$ cat src/rtl/fa_pkg.sv
package fa_pkg;
    typedef enum logic [1:0] {
        ST_IDLE  = 2'd0,
        ST_ISSUE = 2'd1,
        ST_REPLY = 2'd2
    } fa_state_e;
endpackage

$ cat src/rtl/fa_occupancy.sv
module fa_occupancy #(
    parameter int NCORE   = 8,
    parameter int CNT_MAX = 15,
    localparam int CW = (NCORE > 1) ? $clog2(NCORE) : 1,
    localparam int KW = $clog2(CNT_MAX + 1)
) (
    input  logic                clk,
    input  logic                rst_n,
    input  logic                inc_en,
    input  logic [CW-1:0]       inc_core,
    input  logic                dec_en,
    input  logic [CW-1:0]       dec_core,
    output logic [NCORE*KW-1:0] cnt_flat
);
    for (genvar i = 0; i < NCORE; i++) begin : g_core
        logic [KW-1:0] cnt_q;
        logic          up, down;

        assign up   = inc_en && (inc_core == CW'(i)) && (cnt_q != KW'(CNT_MAX));
        assign down = dec_en && (dec_core == CW'(i)) && (cnt_q != '0);

        always_ff @(posedge clk) begin
            if (!rst_n)
                cnt_q <= '0;
            else if (up && !down)
                cnt_q <= cnt_q + 1'b1;
            else if (down && !up)
                cnt_q <= cnt_q - 1'b1;
        end

        assign cnt_flat[i*KW +: KW] = cnt_q;
    end
endmodule

$ cat src/rtl/fa_pick.sv
module fa_pick #(
    parameter int NCORE   = 8,
    parameter int CNT_MAX = 15,
    localparam int CW = (NCORE > 1) ? $clog2(NCORE) : 1,
    localparam int KW = $clog2(CNT_MAX + 1)
) (
    input  logic [NCORE*KW-1:0] cnt_flat,
    output logic                any_room,
    output logic [CW-1:0]       pick_core
);
    logic [KW-1:0] best_cnt;
    logic [KW-1:0] cur;

    always_comb begin
        any_room  = 1'b0;
        pick_core = '0;
        best_cnt  = '0;
        cur       = '0;
        for (int i = 0; i < NCORE; i++) begin
            cur = cnt_flat[i*KW +: KW];
            if (cur != KW'(CNT_MAX) && (!any_room || cur < best_cnt)) begin
                any_room  = 1'b1;
                pick_core = CW'(i);
                best_cnt  = cur;
            end
        end
    end
endmodule

$ cat src/rtl/fa_router.sv
module fa_router #(
    parameter int            NCORE    = 8,
    parameter int            CNT_MAX  = 15,
    parameter int            AW       = 16,
    parameter int            DW       = 32,
    parameter int            WIN_BITS = 6,
    parameter logic [AW-1:0] WIN_BASE = 16'h4000,
    localparam int KW = $clog2(CNT_MAX + 1),
    localparam int IW = WIN_BITS - 2
) (
    input  logic                bus_valid,
    input  logic                bus_we,
    input  logic [AW-1:0]       bus_addr,
    input  logic [DW-1:0]       bus_wdata,
    output logic [DW-1:0]       bus_rdata,
    input  logic [NCORE*KW-1:0] cnt_flat,
    output logic                pt_valid,
    output logic                pt_we,
    output logic [AW-1:0]       pt_addr,
    output logic [DW-1:0]       pt_wdata,
    input  logic [DW-1:0]       pt_rdata
);
    logic          hit;
    logic [IW-1:0] word;
    logic [DW-1:0] reg_rdata;

    assign hit  = (bus_addr[AW-1:WIN_BITS] == WIN_BASE[AW-1:WIN_BITS]);
    assign word = bus_addr[WIN_BITS-1:2];

    always_comb begin
        reg_rdata = '0;
        for (int i = 0; i < NCORE; i++)
            if (word == IW'(i))
                reg_rdata = DW'(cnt_flat[i*KW +: KW]);
    end

    assign pt_valid  = bus_valid && !hit;
    assign pt_we     = bus_we;
    assign pt_addr   = bus_addr;
    assign pt_wdata  = bus_wdata;
    assign bus_rdata = hit ? reg_rdata : pt_rdata;
endmodule

$ cat src/rtl/fa_balancer.sv
module fa_balancer #(
    parameter int            NCORE    = 8,
    parameter int            CNT_MAX  = 15,
    parameter int            SRCW     = 4,
    parameter int            AW       = 16,
    parameter int            DW       = 32,
    parameter int            WIN_BITS = 6,
    parameter logic [AW-1:0] WIN_BASE = 16'h4000,
    localparam int CW = (NCORE > 1) ? $clog2(NCORE) : 1,
    localparam int KW = $clog2(CNT_MAX + 1)
) (
    input  logic            clk,
    input  logic            rst_n,
    input  logic            alloc_valid,
    input  logic [SRCW-1:0] alloc_src,
    output logic            alloc_ready,
    output logic            fwd_valid,
    output logic [CW-1:0]   fwd_core,
    output logic [SRCW-1:0] fwd_src,
    input  logic            fwd_ready,
    output logic            rsp_valid,
    output logic [CW-1:0]   rsp_core,
    output logic [SRCW-1:0] rsp_src,
    input  logic            rsp_ready,
    input  logic            free_valid,
    input  logic [CW-1:0]   free_core,
    input  logic            bus_valid,
    input  logic            bus_we,
    input  logic [AW-1:0]   bus_addr,
    input  logic [DW-1:0]   bus_wdata,
    output logic [DW-1:0]   bus_rdata,
    output logic            pt_valid,
    output logic            pt_we,
    output logic [AW-1:0]   pt_addr,
    output logic [DW-1:0]   pt_wdata,
    input  logic [DW-1:0]   pt_rdata
);
    import fa_pkg::*;

    fa_state_e           state_q, state_d;
    logic [CW-1:0]       core_q;
    logic [SRCW-1:0]     src_q;
    logic [NCORE*KW-1:0] cnt_flat;
    logic                any_room;
    logic [CW-1:0]       pick_core;
    logic                accept;

    assign accept = (state_q == ST_IDLE) && alloc_valid && any_room;

    fa_occupancy #(.NCORE(NCORE), .CNT_MAX(CNT_MAX)) u_occ (
        .clk(clk), .rst_n(rst_n),
        .inc_en(accept), .inc_core(pick_core),
        .dec_en(free_valid), .dec_core(free_core),
        .cnt_flat(cnt_flat)
    );

    fa_pick #(.NCORE(NCORE), .CNT_MAX(CNT_MAX)) u_pick (
        .cnt_flat(cnt_flat), .any_room(any_room), .pick_core(pick_core)
    );

    fa_router #(
        .NCORE(NCORE), .CNT_MAX(CNT_MAX), .AW(AW), .DW(DW),
        .WIN_BITS(WIN_BITS), .WIN_BASE(WIN_BASE)
    ) u_rtr (
        .bus_valid(bus_valid), .bus_we(bus_we), .bus_addr(bus_addr),
        .bus_wdata(bus_wdata), .bus_rdata(bus_rdata), .cnt_flat(cnt_flat),
        .pt_valid(pt_valid), .pt_we(pt_we), .pt_addr(pt_addr),
        .pt_wdata(pt_wdata), .pt_rdata(pt_rdata)
    );

    // state register and captured request
    always_ff @(posedge clk) begin
        if (!rst_n) begin
            state_q <= ST_IDLE;
            core_q  <= '0;
            src_q   <= '0;
        end else begin
            state_q <= state_d;
            if (accept) begin
                core_q <= pick_core;
                src_q  <= alloc_src;
            end
        end
    end

    // next state
    always_comb begin
        state_d = state_q;
        unique case (state_q)
            ST_IDLE:  if (accept)    state_d = ST_ISSUE;
            ST_ISSUE: if (fwd_ready) state_d = ST_REPLY;
            ST_REPLY: if (rsp_ready) state_d = ST_IDLE;
            default:                 state_d = ST_IDLE;
        endcase
    end

    // outputs
    always_comb begin
        alloc_ready = 1'b0;
        fwd_valid   = 1'b0;
        rsp_valid   = 1'b0;
        unique case (state_q)
            ST_IDLE:  alloc_ready = any_room;
            ST_ISSUE: fwd_valid   = 1'b1;
            ST_REPLY: rsp_valid   = 1'b1;
            default:  ;
        endcase
        fwd_core = core_q;
        fwd_src  = src_q;
        rsp_core = core_q;
        rsp_src  = src_q;
    end
endmodule

$ cat config.mk
export PLATFORM = sky130hd
export DESIGN_NAME = fa_balancer
export DESIGN_NICKNAME = d
export VERILOG_FILES = /design/src/rtl/fa_pkg.sv /design/src/rtl/fa_occupancy.sv /design/src/rtl/fa_pick.sv /design/src/rtl/fa_router.sv /design/src/rtl/fa_balancer.sv
export SDC_FILE = /design/constraint.sdc
export NUM_CORES = 1
export LEC_CHECK = 0
export ABC_AREA = 1
export ABC_CLOCK_PERIOD_IN_PS = 11000
export BUFFER_PORTS_ARGS = -buffer_cell sky130_fd_sc_hd__buf_2
export CAP_MARGIN = 20
export CORE_MARGIN = 2
export CORE_UTILIZATION = 50
export DETAILED_ROUTE_END_ITERATION = 8
export PLACE_DENSITY = 0.83
export SLEW_MARGIN = 5
export SYNTH_ARGS = -nofsm -noshare
export SYNTH_HDL_FRONTEND = slang
export SYNTH_SLANG_ARGS = --single-unit
export TNS_END_PERCENT = 5
$ cat constraint.sdc
create_clock -name clk -period 11 [get_ports clk]
set_input_delay 1.65 -clock clk [delete_from_list [all_inputs] [get_ports clk]]
set_output_delay 1.65 -clock clk [all_outputs]
set_load 0.01 [all_outputs]
==> impl_results.md <==
* All-Layer GR Usage at 22.7%
* Worst setup EP type: register
* Register area share after synthesis at 17.9%
* Die Ht at 99.7 um
* Die width at 99.7 um
* First-pass GRT wire length at 18.7 mm
* Final period util at roughly 82%
* DR vias at 4524
* Max VDD drop at 0.183 mV
* Worst-skew pair later-pin latency at 0.31 ns
* Async S/R FF share, synth at 0%
* IO Count at 194
* Slowest CP cell: dfxtp_1
* Critical path required time at 11.20 ns
* Post-synth EDFFs at 0
* Leakage at ~0.0027 uW
* Filler cell count at 846
* ANT cells at 0
* Crit path max fanout at 9
* 1st-pass router iterations at 5
* Die ar. at 9930 sq um
* Placed cell area at 4890 sq um
* Nets at 926
* Final HPWL DP at 9.32 mm
* Vias in the first global route at 4035
* Final setup margin at between 1.5 and 2 ns
* Grt total ovfl at 0
* Top cells by area, synth: dfxtp_1 18%, ha_1 12%, inv_1 9.9%
* Worst clock skew at 0.0146 ns
* Worst Setup Start Kind: register
* Area Growth Syn to Fin at 9.87%
* Pre-CTS setup slack at ~2.1 ns
* Setup repair after global routing missed its margin: no
* Count leader, synth: inv_1
* Synthesized area at 4580 sq um
* Commonest cells in the netlist: 121 x inv_1, 117 x nand2_1, 105 x nor2_1
* Cells after Synth at 711
* CTS H-tree lvls at 2
* Via-to-Cell Ratio at 5.10
* Largest net degree at the start of global routing at 35
* Synth warnings at 0
* Buf/Inv on CP at 6
* Root buffer cell: clkbuf_8
* Clock Pin Slew Worst Setup and Hold Paths at 0.10 ns
* Cts hold-fix bufs at 0
* Syn nets at 859
* Final ANT Viol Nets at 0
* Sinks on Clock Net at slightly above 40
* Port Buf Inserts at about 120
* Cts bufs inserted at 5
* Cell family with most CP delay: simple AND/OR/NAND/NOR gates
* Critical Path AT at 9.26 ns
* Most common cell on crit path: nand2_1
* Placed cell count at between 800 and 900
* Post-CTS sizing at 0
* Status: completed
* Total Wirelength at 11.6 mm
* Worst Setup Path Type: register to register
* Synth cell types at 30
* Max_cap viols at 0
* Non-Filler Instances at 887
* Setup TNS at 0 ns
* Residual DRC at 0
* Fin area at 5030 sq um
* Hold Path Class: register to register
* Fmax at approximately 110 MHz
* Area leader, netlist: dfxtp_1
* Average cell area after synthesis at 6.44 sq um
* CTS tree: built
* Gpl congestion at slightly above 0.9
* Share of the synthesized area in the top cell type at 17.9%
* Core ar. at 8810 sq um
* Yosys reg bits at 41
* Layout cells sized above 1 at between 20% and 30%
* PwrDens at 284 nW/um^2
* Slew Viols, Final at 0
* Max Buffers Root-to-Sink at 2
* DR WL/cell at about 13 um
* Main synth FF type: dfxtp_1
* Post-CTS setup buffers at 0
* Post-layout util at 57.1%
* Tmin final at 9.06 ns
* Slew @ Worst Pin at 0.783 ns
* DRT iter0 DRCs at 272
* Initial antenna violation count at 0
* Row count at 34
* Slew headroom at 47.7%
* Hold Fails Final Rpt at 0
* Slowest stage delay, CP at 0.47 ns
* Final setup vio count at 0
* Starting density of the core at approximately 52%
## logic make-up after synthesis
| family | count (synthesis) | synth area share [%] |
|---|---|---|
| buffers and inverters | 192 | 20.3 |
| XOR/XNOR | 15 | 2.87 |
| flip-flops | 41 | 17.9 |
| AND/OR/NAND/NOR | 293 | 28.8 |
| adder cells (fa/ha/maj) | 53 | 15.8 |
| AO/OA/AOI/OAI | 117 | 14.2 |
## cell usage in the layout, fill, tap and decap left out, types with 3 or more instances in the layout
master	count
buf_2	123
inv_1	121
nand2_1	117
nor2_1	105
o21ai_0	52
ha_1	45
dfxtp_1	41
a21oi_1	37
nand3_1	18
xor2_1	15
nand2_2	14
nand4_1	13
nand2_4	12
a211oi_1	12
nor4_1	8
fa_1	8
inv_2	5
clkbuf_8	5
o22ai_1	4
o211ai_1	3
## final timing paths
path	from	end	slack, ns	depth (start not counted)
max	u_occ.g_core[0].cnt_q[0]	u_occ.g_core[5].cnt_q[3]	1.94	71
min	fwd_src[2]	fwd_src[2]	0.50	2
max reg2reg	u_occ.g_core[0].cnt_q[0]	u_occ.g_core[5].cnt_q[3]	1.94	71
min reg2reg	fwd_src[2]	fwd_src[2]	0.50	2
## report_power, final
group / internal, uW / switching (uW)
clock: 91.5 / 63.5
sequential: 168 / 20.0
combinational: 382 / 701
## per-layer routing
metal,share of wire (%),track usage [%]
met4,1.8,7.27
met5,0,0
met1,45,30.4
met3,6.9,3.44
met2,47,37.6
## state kept, by name (all words and copies together), names as in the netlist
register            flops
fwd_core                3
fwd_src                 4
state_q                 2
u_occ.g_core.cnt_q     32
## cell type report
| type | count | area, sq um | area share, % |
|---|---|---|---|
| Clock buffer | 5 | 68.8 | 1.37 |
| Clock inverter | 3 | 68.8 | 1.37 |
| Inverter | 128 | 480 | 9.56 |
| Multi-Input combinational cell | 478 | 2830 | 56.3 |
| Sequential cell | 41 | 821 | 16.3 |
| Tap cell | 108 | 135 | 2.69 |
| Timing Repair Buffer | 124 | 623 | 12.4 |
## worst reg2reg max path: cells and delay by family (launching register included)
family | cells | cell delay (ns)
compound gates | 11 | 2.21
buf+inv | 6 | 0.37
fa+ha+maj | 9 | 2.59
simple gates | 45 | 3.31
flops | 1 | 0.47
## stage by stage
step           power [uW]  hold WS [ns]
4_1_cts              1420         0.503
2_1_floorplan       17900         0.490
5_1_grt              9240         0.517
3_3_place_gp         1230         0.478
6_report             1430         0.501
3_5_place_dp         1260         0.486
Power figures use the tool's default switching activity.
